<file path="src/rtl/s7_pkg.sv">
package s7_pkg;
  localparam int unsigned S7_SLICE = 7;
  localparam int unsigned S7_LANES = 4;
  // forwarded clock bits, bit 0 sent first
  localparam logic [S7_SLICE-1:0] S7_FWD_PAT = 7'b1100011;
endpackage

</file>
<file path="src/rtl/s7_frame_timer.sv">
module s7_frame_timer #(
  parameter int unsigned SLICE = s7_pkg::S7_SLICE
) (
  input  logic                     clk,
  input  logic                     clr,
  output logic [$clog2(SLICE)-1:0] cnt_o,
  output logic                     load_o
);
  localparam int unsigned CW = $clog2(SLICE);
  localparam logic [CW-1:0] LAST = CW'(SLICE - 1);

  always_ff @(posedge clk) begin
    if (clr)                cnt_o <= '0;
    else if (cnt_o == LAST) cnt_o <= '0;
    else                    cnt_o <= cnt_o + 1'b1;
  end

  assign load_o = (cnt_o == '0);

  p_cnt_range_r2: assert property (@(posedge clk) disable iff (clr)
    cnt_o <= LAST);
  p_cnt_step_r2: assert property (@(posedge clk) disable iff (clr)
    (cnt_o != LAST) |=> (cnt_o == $past(cnt_o) + 1'b1));
  p_cnt_wrap_r2: assert property (@(posedge clk) disable iff (clr)
    (cnt_o == LAST) |=> (cnt_o == '0));
endmodule

</file>
<file path="src/rtl/s7_edge_capture.sv">
module s7_edge_capture #(
  parameter int unsigned W = 28
) (
  input  logic         clk,
  input  logic         clr,
  input  logic         pix_i,
  input  logic         rise_sel_i,
  input  logic [W-1:0] din_i,
  output logic [W-1:0] held_o,
  output logic         vld_o
);
  logic pix_q;
  logic rise, fall, take;

  assign rise = pix_i & ~pix_q;
  assign fall = ~pix_i & pix_q;
  assign take = rise_sel_i ? rise : fall;

  always_ff @(posedge clk) begin
    if (clr) begin
      pix_q  <= 1'b0;
      held_o <= '0;
      vld_o  <= 1'b0;
    end else begin
      pix_q <= pix_i;
      if (take) begin
        held_o <= din_i;
        vld_o  <= 1'b1;
      end
    end
  end

  p_rise_capture_r4: assert property (@(posedge clk) disable iff (clr)
    (rise_sel_i && pix_i && !pix_q) |=> (held_o == $past(din_i)));
  p_fall_capture_r4: assert property (@(posedge clk) disable iff (clr)
    (!rise_sel_i && !pix_i && pix_q) |=> (held_o == $past(din_i)));
  p_hold_r7: assert property (@(posedge clk) disable iff (clr)
    (pix_i == pix_q) |=> $stable(held_o));
endmodule

</file>
<file path="src/rtl/s7_lane_shift.sv">
module s7_lane_shift #(
  parameter int unsigned W = s7_pkg::S7_SLICE
) (
  input  logic         clk,
  input  logic         clr,
  input  logic         load_i,
  input  logic [W-1:0] din_i,
  output logic         sout_o
);
  logic [W-1:0] sr;

  always_ff @(posedge clk) begin
    if (clr)         sr <= '0;
    else if (load_i) sr <= din_i;
    else             sr <= {1'b0, sr[W-1:1]};
  end

  assign sout_o = sr[0];
endmodule

</file>
<file path="src/rtl/slice7_link_tx.sv">
module slice7_link_tx #(
  parameter int unsigned SLICE = s7_pkg::S7_SLICE,
  parameter int unsigned LANES = s7_pkg::S7_LANES,
  parameter logic [SLICE-1:0] FWD_PAT = s7_pkg::S7_FWD_PAT
) (
  input  logic                   clk,
  input  logic                   shdn_n,
  input  logic                   pix_clk,
  input  logic                   rise_sel,
  input  logic [LANES*SLICE-1:0] word_i,
  output logic [LANES-1:0]       lane_o,
  output logic                   clk_lane_o,
  output logic                   drv_en_o
);
  localparam int unsigned WORD_W = LANES * SLICE;
  localparam int unsigned CW     = $clog2(SLICE);

  logic              clr;
  logic [CW-1:0]     fcnt;
  logic              load;
  logic [WORD_W-1:0] held;
  logic              held_vld;
  logic [LANES-1:0]  lane_raw;
  logic              clk_raw;
  logic              live_q;
  logic              en_q;

  assign clr = ~shdn_n;

  s7_frame_timer #(.SLICE(SLICE)) u_timer (
    .clk(clk), .clr(clr), .cnt_o(fcnt), .load_o(load)
  );

  s7_edge_capture #(.W(WORD_W)) u_cap (
    .clk(clk), .clr(clr), .pix_i(pix_clk), .rise_sel_i(rise_sel),
    .din_i(word_i), .held_o(held), .vld_o(held_vld)
  );

  for (genvar k = 0; k < LANES; k++) begin : g_lane
    s7_lane_shift #(.W(SLICE)) u_lane (
      .clk(clk), .clr(clr), .load_i(load),
      .din_i(held[k*SLICE +: SLICE]), .sout_o(lane_raw[k])
    );
  end

  s7_lane_shift #(.W(SLICE)) u_fwd (
    .clk(clk), .clr(clr), .load_i(load),
    .din_i(held_vld ? FWD_PAT : '0), .sout_o(clk_raw)
  );

  always_ff @(posedge clk) begin
    if (clr) begin
      live_q <= 1'b0;
      en_q   <= 1'b0;
    end else begin
      en_q <= 1'b1;
      if (load && held_vld) live_q <= 1'b1;
    end
  end

  assign lane_o     = lane_raw & {LANES{shdn_n}};
  assign clk_lane_o = clk_raw & shdn_n;
  assign drv_en_o   = en_q & shdn_n;

  // position of the bit currently on the lanes, for the clock-lane check
  logic [CW-1:0] pat_idx;
  always_comb pat_idx = (fcnt == '0) ? CW'(SLICE - 1) : fcnt - 1'b1;

  p_fwd_pattern_r3: assert property (@(posedge clk) disable iff (clr)
    live_q |-> (clk_lane_o == FWD_PAT[pat_idx]));
  p_idle_after_release_r6: assert property (@(posedge clk)
    $rose(shdn_n) |-> (lane_o == '0 && clk_lane_o == 1'b0));
  p_enable_r8: assert property (@(posedge clk) disable iff (clr)
    shdn_n |=> drv_en_o);
  p_silent_unloaded_r6: assert property (@(posedge clk) disable iff (clr)
    !live_q |-> (clk_lane_o == 1'b0));
endmodule

</file>
<file path="config.mk">
export PLATFORM = sky130hd
export DESIGN_NAME = slice7_link_tx
export DESIGN_NICKNAME = d
export VERILOG_FILES = /design/src/rtl/s7_pkg.sv /design/src/rtl/s7_frame_timer.sv /design/src/rtl/s7_edge_capture.sv /design/src/rtl/s7_lane_shift.sv /design/src/rtl/slice7_link_tx.sv
export SDC_FILE = /design/constraint.sdc
export NUM_CORES = 1
export LEC_CHECK = 0
export ABC_CLOCK_PERIOD_IN_PS = 1400
export CORE_MARGIN = 2
export CORE_UTILIZATION = 61
export CTS_CLUSTER_SIZE = 12
export DETAILED_ROUTE_END_ITERATION = 8
export DONT_BUFFER_PORTS = 1
export GPL_ROUTABILITY_DRIVEN = 0
export PLACE_DENSITY = 0.82
export RECOVER_POWER = 100
export SYNTH_ARGS = -nofsm -noshare
export SYNTH_HDL_FRONTEND = slang
export SYNTH_SLANG_ARGS = --single-unit
</file>
<file path="constraint.sdc">
create_clock -name clk -period 1.4 [get_ports clk]
set_input_delay 0.07 -clock clk [delete_from_list [all_inputs] [get_ports clk]]
set_output_delay 0.07 -clock clk [all_outputs]
set_load 0.02 [all_outputs]
</file>
==> impl_metrics.env, run 1 <==
export IMPL_post_place_ws_ns=-0.5873
export IMPL_met1_usage_pct=28.48
export IMPL_wirelength_um=5844
export IMPL_r2r_start="u_timer.cnt_o[0]"
export IMPL_r2r_cells=6
export IMPL_status="completed"
export IMPL_crit_type="reg2reg"
export IMPL_worst_clock_skew_ns=0.01015
export IMPL_ir_worst_vdd_uv=1166
export IMPL_worst_endpoint_arrival_ns=1.64
export IMPL_cp_num_buf_inv=2
export IMPL_slew_violations=0
export IMPL_numCtsBuffers=9
export IMPL_start_util_pct=64.01
export IMPL_synth_area_mm2=0.002597
export IMPL_clkSinkCount=69
export IMPL_wl_per_cell_um=14.76
export IMPL_met2_usage_pct=46.69
export IMPL_antenna_found_initial=0
export IMPL_critPathLaunch="u_timer.cnt_o[0]"
export IMPL_drc=0
export IMPL_cp_cell_sequence="inv_1 > ha_1 > nand2b_1 > buf_4 > nand2_1 > a21boi_1"
export IMPL_place_area_mm2=0.002620
export IMPL_synth_area_leaders="dfxtp_1, nand2_1, mux2i_1"
export IMPL_die_w_um=69.26
export IMPL_ctsRootBufferMaster="clkbuf_8"
export IMPL_area_growth_pct=30.97
export IMPL_post_route_min_period_ns=1.378
export IMPL_synth_async_sr_flop_share_pct=0
export IMPL_htree_levels=3
export IMPL_cts_tree="yes"
export IMPL_leakage_uw=0.001447
export IMPL_grt_use_met3_pct=8.866
export IMPL_fin_crit_sh_pct=98.45
export IMPL_grt_pass1_vias=2095
export IMPL_crit_path_end="g_lane[2].u_lane.sr[3]"
export IMPL_power_density_mw_per_mm2=1201
export IMPL_clockBufferDepth=2
export IMPL_synth_commonest_cells="nand2_1, dfxtp_1, mux2i_1"
export IMPL_syn_nets=320
export IMPL_fillerInstances=222
export IMPL_drt_pre_antenna_iters=4
export IMPL_max_freq_mhz=725.5
export IMPL_syn_avg_cell_area_um2=9.114
export IMPL_clk_latency_ns=0.35
export IMPL_clk_pin_slew_ns=0.08
export IMPL_fin_total_pwr_uw=4086
export IMPL_tightest_slew_ns=0.6373
export IMPL_multi_input_area_mm2=0.001129
export IMPL_synth_most_common_cell="nand2_1"
export IMPL_ys_ff_latch=69
export IMPL_ant_nets=0
export IMPL_synth_edf_count=0
export IMPL_io_buffers=0
export IMPL_yosysTopAreaCellShare_pct=53.18
export IMPL_crit_path_top_delay_cell="dfxtp_1"
export IMPL_rrSetupSlack_ns=0.02
export IMPL_max_stage_delay_ns=0.36
export IMPL_synth_area_leader_cell="dfxtp_1"
export IMPL_setup_worst_path_end_class="register"
export IMPL_hold_viol=0
export IMPL_row_count=23
export IMPL_setup_viol=0
export IMPL_fin_nets=376
export IMPL_synth_flop_cell="dfxtp_1"
export IMPL_drt_iter0_drc=104
export IMPL_synth_seq_area_share_pct=53.18
export IMPL_busiest_layer="met2"
export IMPL_register_area_mm2=0.001381
export IMPL_crit_path_max_fanout=12
export IMPL_drive_gt1_share_pct=8.092
export IMPL_overflow=0
export IMPL_num_io_pins=38
export IMPL_synth_cell_types=18
export IMPL_via_per_inst=5.192
export IMPL_worstReg2RegEnd="g_lane[2].u_lane.sr[3]"
export IMPL_worstSetupPathDepth=6
export IMPL_maxCapViolCount=0
export IMPL_cp_required_ns=1.66
export IMPL_setup_slack_ns=0.02172
export IMPL_routed_via_count=2056
export IMPL_relSlewSlack_pct=57.51
export IMPL_instances_no_fill=396
export IMPL_die_area_mm2=0.004796
export IMPL_grt_usage_pct=25.83
export IMPL_grt_first_pass_wirelength_um=9604
export IMPL_hold_path_class="in2reg"
export IMPL_cp_top_family="flip-flops"
export IMPL_dp_cells=321
export IMPL_cp_start_kind="register"
export IMPL_die_h_um=69.26
export IMPL_coreArea_mm2=0.004058
export IMPL_design_area_mm2=0.003402
export IMPL_dpl_hpwl_um=2417
export IMPL_synthCells=285
export IMPL_grt_start_max_net_pins=73
export IMPL_antenna_cells=0
export IMPL_final_util_pct=83.84
export IMPL_yosys_warnings=0
==> cells by family after synthesis <==
group                    after synthesis  share of synthesized area (%)
AND/OR/NAND/NOR                      132                          21.19
flip-flops                            69                          53.18
AO/OA/AOI/OAI                         29                          8.430
multiplexers                          29                          11.18
buffers and inverters                 23                          4.576
adder cells (fa/ha/maj)                3                          1.445
==> tightest hold or removal path, stage by stage <==
cell and delay [ns]:
and3b_1 0.19, a21oi_4 0.05, buf_12 0.18, mux2i_1 0.13
==> flip-flops by register name (all words and copies together) (netlist names) <==
| name | cells |
|---|---|
| g_lane.u_lane.sr | 28 |
| u_cap.held_o | 28 |
| u_fwd.sr | 7 |
| u_timer.cnt_o | 3 |
| en_q | 1 |
| u_cap.pix_q | 1 |
| u_cap.vld_o | 1 |
==> final cells by class <==
cell class              instances  area share, %
repair buffers                 64          18.83
flip-flops and latches         69          40.60
multi-input cells             194          33.17
well taps                      50          1.839
clock buffers                  12          4.561
clock inverters                 4         0.6620
inverters                       3         0.3310
==> layer usage <==
layer | part of all wire, % | vias to the layer above
met4 | 1.6 | 0
li1 | - | 1026
met5 | 0 | -
met3 | 3.3 | 10
met2 | 54 | 38
met1 | 41 | 982
==> cell usage in the layout, fill, tap and decap left out, types with 3 or more instances in the layout <==
master	n
mux2i_1	29
nand2_1	108
dfxtp_1	69
and3_1	10
dlygate4sd3_1	54
clkinv_2	3
ha_1	3
inv_1	3
a21boi_1	10
buf_4	5
a21boi_0	18
and2_0	6
clkbuf_8	11
==> metrics by stage <==
stage               hold slack (ns)  setup TNS, ns
CTS                          0.2975              0
global route                 0.3254       -0.03489
floorplan                   0.09772              0
global placement             0.1033         -10.78
detailed placement           0.1017         -13.60
finish                       0.3180              0
==> power breakdown <==
part	total, µW	internal (µW)	switching (µW)
clock	1460	730	728
combinational	527	271	256
sequential	2100	2060	44.6
==> worst min path at each step <==
stage	startpoint	to	slack [ns]	cells past startpoint
finish	pix_clk	u_cap.held_o[27]	0.32	4
global route	pix_clk	u_cap.held_o[12]	0.33	4
CTS	rise_sel	u_cap.vld_o	0.30	4
detailed placement	shdn_n	en_q	0.10	0
global placement	shdn_n	en_q	0.10	0
floorplan	shdn_n	en_q	0.1	0
==> timing repair <==
| action | 4_1_cts | 5_1_grt |
|---|---|---|
| gates resized for setup | 3 | 1 |
| endpoints found under the setup margin | 32 | 22 |
| cloned | 1 | 0 |
| hold buffers | 55 | 0 |
| buffers inserted | 0 | 3 |
| hold endpoints to repair | 69 | 0 |
Power figures use the tool's default switching activity.
==> run 2, diff against run 1 <==
Settings changed: CORE_UTILIZATION 61 to 62, PLACE_DENSITY 0.82 to 0.83, SYNTH_HIERARCHICAL set to 1.
==> run 2 against run 1 <==
  * Sequential power about the same
  * Setup slack better by 0.068 ns
  * Largest power group unchanged
  * Critical path depth stayed put
  * Combinational power shrank 4%
  * Largest cell class unchanged
  * Sequential share of layout area up 1.3 points
  * Die area increased by 4.4%
  * Flip-flop and latch count is the same
  * Highest routed layer unchanged
  * Wire length shrank 25%
  * Synthesized cell count is 9.5% lower
  * First-iteration DRC count down 39%
  * Core utilization shrank 7.5 points
  * Total power fell by 1.4%
==> impl_metrics.env, run 2 <==
export IMPL_die_area_mm2=0.005008
export IMPL_synth_compound_area_share_pct=0.8601
export IMPL_synth_cell_types=19
export IMPL_grt_first_pass_wirelength_um=7431
export IMPL_fin_crit_sh_pct=93.58
export IMPL_cp_start_kind="register"
export IMPL_drt_iter0_drc=63
export IMPL_reg_top3="g_lane.u_lane/sr: 28 flops, u_cap/held_o: 28 flops, u_fwd/sr: 7 flops"
export IMPL_worst_clock_skew_ns=0.003768
export IMPL_grt_start_max_net_pins=65
export IMPL_setup_viol=0
export IMPL_synthCells=258
export IMPL_io_buffers=0
export IMPL_timing_hold_ws_ns=0.07704
export IMPL_routed_via_count=1740
export IMPL_slew_violations=0
export IMPL_clkSinkCount=69
export IMPL_cp_top_family="flip-flops"
export IMPL_drc=0
export IMPL_power_density_mw_per_mm2=1220
export IMPL_drt_pre_antenna_iters=6
export IMPL_die_w_um=70.77
export IMPL_drive_gt1_share_pct=11.07
export IMPL_row_count=24
export IMPL_ant_nets=0
export IMPL_cp_required_ns=1.62
export IMPL_via_per_inst=4.971
export IMPL_hold_viol=0
export IMPL_overflow=0
export IMPL_ctsRootBufferMaster="clkbuf_8"
export IMPL_synth_seq_area_share_pct=49.98
export IMPL_p_comb_share_pct=12.6
export IMPL_antenna_found_initial=0
export IMPL_yosysTopAreaCellShare_pct=49.98
export IMPL_power_internal_uw=3077
export IMPL_syn_avg_cell_area_um2=10.71
export IMPL_rsz0062_at_grt="no"
export IMPL_fin_nets=328
export IMPL_clk_pin_slew_ns=0.07
export IMPL_clk_latency_ns=0.33
export IMPL_crit_path_top_delay_cell="dfxtp_2"
export IMPL_min_from="shdn_n"
export IMPL_synth_area_leaders="dfxtp_1, mux2i_1, nand2b_1"
export IMPL_critPathLaunch="u_timer/cnt_o[0]"
export IMPL_yosys_warnings=6
export IMPL_synth_adder_area_share_pct=1.358
export IMPL_ir_worst_vdd_uv=885.7
export IMPL_synth_flop_cell="dfxtp_1"
export IMPL_crit_path_max_fanout=23
export IMPL_leakage_uw=0.001499
export IMPL_synth_simple_gate_area_share_pct=21.87
export IMPL_synth_top_family_by_area="simple AND/OR/NAND/NOR gates"
export IMPL_grt_usage_pct=19.48
export IMPL_htree_levels=3
export IMPL_p_seq_share_pct=52.4
export IMPL_wirelength_um=4393
export IMPL_num_io_pins=38
export IMPL_crit_type="reg2reg"
export IMPL_status="completed"
export IMPL_cts_tree="yes"
export IMPL_synth_edf_count=0
export IMPL_synth_commonest_cells="dfxtp_1, mux2i_1, nand2b_1"
export IMPL_setup_worst_path_end_class="register"
export IMPL_fillerInstances=295
export IMPL_start_util_pct=63.92
export IMPL_postCtsSetupRepairBufs=0
export IMPL_clockBufferDepth=2
export IMPL_p_switching_uw=951.9
export IMPL_coreArea_mm2=0.004324
export IMPL_swShare_pct=23.63
export IMPL_synth_area_leader_cell="dfxtp_1"
export IMPL_wl_per_cell_um=12.55
export IMPL_final_cell_mix="dfxtp_1, mux2i_1, nand2b_1"
export IMPL_setup_tns_ns=0
export IMPL_ys_ff_latch=69
export IMPL_synth_area_mm2=0.002764
export IMPL_synth_most_common_cell="dfxtp_1"
export IMPL_cp_cell_sequence="inv_2 > ha_1 > and2b_2 > buf_12 > mux2i_2 > nor2_1"
export IMPL_max_stage_delay_ns=0.33
export IMPL_max_freq_mhz=763.3
export IMPL_post_place_ws_ns=0.06416
export IMPL_dpl_hpwl_um=2472
export IMPL_post_route_min_period_ns=1.310
export IMPL_final_common_cell="dfxtp_1"
export IMPL_r2r_start="u_timer/cnt_o[0]"
export IMPL_worst_endpoint_arrival_ns=1.53
export IMPL_hold_path_class="in2reg"
export IMPL_area_growth_pct=19.51
export IMPL_cp_num_buf_inv=2
export IMPL_numCtsBuffers=9
export IMPL_yosys_area_share_xor_xnor_pct=0
export IMPL_setup_slack_ns=0.08983
export IMPL_synth_async_sr_flop_share_pct=0
export IMPL_maxCapViolCount=0
export IMPL_die_h_um=70.77
export IMPL_synth_mux_area_share_pct=21.00
export IMPL_antenna_cells=0
export IMPL_grt_pass1_vias=1740
export IMPL_p_clk_share_pct=35.0
-- run 2: cell count changes in the layout (fill, tap and decap cells not counted), moves of 18 or more --
cell | previous run | this run
a21boi_0 | 18 | 0
dlygate4sd3_1 | 54 | 30
nand2b_1 | 1 | 57
nor2_1 | 2 | 31
nand2_1 | 108 | 0
mux2i_1 | 29 | 57
-- run 2: area by class of cell --
class / instances / area [µm²] / area share [%]
sequential: 69 / 1384 / 41.89
timing repair buffer: 36 / 399.1 / 12.08
clock buffer: 12 / 155.1 / 4.697
multi-input combinational: 173 / 1262 / 38.22
inverter: 4 / 15.01 / 0.4545
tap: 52 / 65.06 / 1.970
clock inverter: 4 / 22.52 / 0.6818
-- run 2: power by group through the flow --
stage	registers, µW	clock network, µW	logic [µW]
final	2110	1410	508
after global routing	2120	1530	554
after CTS	2110	1470	505
after detailed placement	2150	0	436
after global placement	2150	0	426
after floorplan	2140	0	393
-- run 2: timing repair --
item	4_1_cts	5_1_grt
endpoints found under the setup margin	0	8
hold buffers	30	0
hold endpoints to repair	30	0
gates resized for setup	0	5
-- run 2: worst register-to-register path, stage by stage (launching register included) --
cell and delay [ns]:
dfxtp_2 0.33, inv_2 0.05, ha_1 0.17, and2b_2 0.22, buf_12 0.17, mux2i_2 0.20, nor2_1 0.06
-- run 2: cells by family after synthesis --
group           count (synthesis)
flops                          69
simple gates                  105
mux                            58
fa+ha+maj                       3
buf+inv                        18
compound gates                  4
other cells                     1
-- run 2: final timing paths --
kind                       endpoint  slack (ns)  depth (start not counted)
max          g_lane[2].u_lane/sr[0]        0.09                          6
min                     u_fwd/sr[1]        0.08                          3
max reg2reg  g_lane[2].u_lane/sr[0]        0.09                          6
min reg2reg  g_lane[3].u_lane/sr[1]        0.46                          2
-- run 2: stage by stage --
step	cells	utilization, %	area (µm²)	total power [µW]
floorplan	260	-	2771	2533
global placement	304	65.28	2823	2577
detailed placement	304	65.28	2823	2590
CTS	350	76.33	3301	4084
global route	350	76.39	3303	4203
finish	350	76.39	3303	4029
-- run 2: metal layers --
metal	wire length, µm	global-route usage [%]	part of all wire [%]	vias to the layer above
met5	0	0	0	-
met4	36	8.386	0.82	0
met3	210	8.689	4.8	4
met2	2229	34.58	51	33
met1	1916	19.71	44	800
li1	-	-	-	903
==> run 3, diff against run 2 <==
Settings changed: CELL_PAD_IN_SITES_DETAIL_PLACEMENT set to 0, CELL_PAD_IN_SITES_GLOBAL_PLACEMENT set to 2, CORE_UTILIZATION 62 to 40, PLACE_DENSITY 0.83 to 0.82, SLEW_MARGIN set to 20.
==> run 3 against run 2 <==
  * First-iteration DRC count is 52% higher
  * Critical path depth stayed put
  * Setup slack worse by 0.028 ns
  * Die area is 52% higher
  * Clock skew is 0.0025 ns higher
  * Core utilization is 25 points lower
  * Total power is 12% higher
  * Sequential share of layout area is 2.1 points lower
  * Flip-flop and latch count stayed put
  * Wire length is 4.9% higher
  * Fmax is 2.1% lower
  * Critical path type unchanged
  * Largest power group unchanged
  * Highest routed layer unchanged
==> impl_metrics.env, run 3 (synthesis results as in run 2) <==
export IMPL_status="completed"
export IMPL_wirelength_um=4610
export IMPL_final_common_cell="dfxtp_1"
export IMPL_antenna_found_initial=0
export IMPL_cp_required_ns=1.62
export IMPL_antenna_cells=0
export IMPL_start_util_pct=40.91
export IMPL_r2r_cells=6
export IMPL_rrSetupSlack_ns=0.06
export IMPL_power_density_mw_per_mm2=1302
export IMPL_max_freq_mhz=747.1
export IMPL_grt_usage_pct=12.42
export IMPL_overflow=0
export IMPL_design_area_mm2=0.003473
export IMPL_dpl_hpwl_um=2590
export IMPL_setup_tns_ns=0
export IMPL_min_path_cells=3
export IMPL_wl_per_cell_um=12.07
export IMPL_worst_endpoint_arrival_ns=1.56
export IMPL_hold_path_class="in2reg"
export IMPL_power_internal_uw=3512
export IMPL_setup_worst_path_end_class="register"
export IMPL_num_io_pins=38
export IMPL_die_h_um=87.13
export IMPL_fin_crit_sh_pct=95.60
export IMPL_crit_type="reg2reg"
export IMPL_min_from="shdn_n"
export IMPL_leakage_uw=0.001570
export IMPL_clk_latency_ns=0.34
export IMPL_p_clk_share_pct=39.9
export IMPL_drt_iter0_drc=96
export IMPL_grt_first_pass_wirelength_um=7162
export IMPL_final_cell_mix="dfxtp_1, mux2i_1, nand2b_1"
export IMPL_cp_start_kind="register"
export IMPL_coreArea_mm2=0.006756
export IMPL_cts_tree="yes"
export IMPL_numCtsBuffers=9
export IMPL_worst_clock_skew_ns=0.006287
export IMPL_clkSinkCount=69
export IMPL_clk_pin_slew_ns=0.07
export IMPL_p_seq_share_pct=46.7
export IMPL_ir_worst_vdd_uv=681.3
export IMPL_crit_path_max_fanout=6
export IMPL_fillerInstances=617
export IMPL_htree_levels=3
export IMPL_reg_top3="g_lane.u_lane/sr: 28 flops, u_cap/held_o: 28 flops, u_fwd/sr: 7 flops"
export IMPL_hold_end="g_lane[2].u_lane/sr[0]"
export IMPL_worstReg2RegEnd="g_lane[3].u_lane/sr[5]"
export IMPL_drt_pre_antenna_iters=6
export IMPL_postCtsSetupRepairBufs=0
export IMPL_io_buffers=0
export IMPL_r2r_start="u_timer/cnt_o[0]"
export IMPL_grt_start_max_net_pins=71
export IMPL_place_area_mm2=0.002858
export IMPL_grt_pass1_vias=1582
export IMPL_ctsRootBufferMaster="clkbuf_8"
export IMPL_drc=0
export IMPL_p_comb_share_pct=13.4
export IMPL_swShare_pct=22.32
export IMPL_fin_nets=332
export IMPL_routed_via_count=1753
export IMPL_row_count=30
export IMPL_setup_viol=0
export IMPL_maxCapViolCount=0
export IMPL_post_route_min_period_ns=1.338
export IMPL_p_switching_uw=1009
export IMPL_via_per_inst=4.589
export IMPL_slew_violations=0
export IMPL_die_area_mm2=0.007591
export IMPL_final_util_pct=51.41
export IMPL_area_growth_pct=25.67
export IMPL_clockBufferDepth=2
export IMPL_ant_nets=0
export IMPL_hold_viol=0
export IMPL_drive_gt1_share_pct=11.92
export IMPL_die_w_um=87.13
export IMPL_timing_hold_ws_ns=0.07680
[run 3: cell types whose count changed in the layout (fill, tap and decap cells not counted), sizes merged]
cell,before,now
buf,6,7
bufinv,0,2
clkbuf,12,15
clkinv,3,2
clkinvlp,1,0
[run 3: repair_timing]
| action | 4_1_cts | 5_1_grt |
|---|---|---|
| hold buffers | 30 | 0 |
| setup endpoints to repair | 0 | 8 |
| resized for setup | 0 | 4 |
| hold endpoints to repair | 30 | 0 |
[run 3: worst max-delay path by stage]
stage	to	start	slack (ns)
CTS	g_lane[0].u_lane/sr[2]	u_timer/cnt_o[0]	0.06
global placement	u_fwd/sr[5]	u_timer/cnt_o[0]	0.1
finish	g_lane[3].u_lane/sr[5]	u_timer/cnt_o[0]	0.06
floorplan	u_cap/held_o[10]	shdn_n	0.02
detailed placement	u_fwd/sr[5]	u_timer/cnt_o[0]	0.08
global route	u_fwd/sr[5]	u_timer/cnt_o[0]	-0.007
[run 3: worst max-delay path: stages, from the launching register on]
cell	delay, ns
dfxtp_2	0.33
inv_2	0.06
ha_1	0.14
and2b_4	0.26
clkbuf_16	0.19
mux2i_1	0.18
nor2_1	0.05
[run 3: final cells by class]
cell class | count | area (µm²) | area share (%)
Sequential cell | 69 | 1384 | 39.84
Clock buffer | 12 | 155.1 | 4.467
Clock inverter | 4 | 70.07 | 2.017
Multi-Input combinational cell | 173 | 1267 | 36.49
Tap cell | 80 | 100.1 | 2.882
Inverter | 4 | 15.01 | 0.4323
Timing Repair Buffer | 40 | 481.7 | 13.87
[run 3: through the flow]
step	total power, µW	worst slack [ns]	std cells
2_1_floorplan	2533	0.02371	260
3_3_place_gp	2597	0.09930	332
3_5_place_dp	2606	0.07631	332
4_1_cts	4492	0.06132	378
5_1_grt	4719	-0.006530	382
6_report	4522	0.06157	382
[run 3: power groups by stage]
stage	Sequential (µW)	Clock [µW]	Combinational [µW]
floorplan	2140	0	393
global placement	2150	0	443
detailed placement	2160	0	450
CTS	2110	1860	518
global route	2120	1940	660
finish	2110	1810	604
[run 3: metal layers]
metal	vias up	track usage [%]	wire, µm
met5	-	0	0
met2	39	17.83	1916
met1	793	16.10	2402
li1	912	-	-
met4	0	5.874	78
met3	9	5.213	211
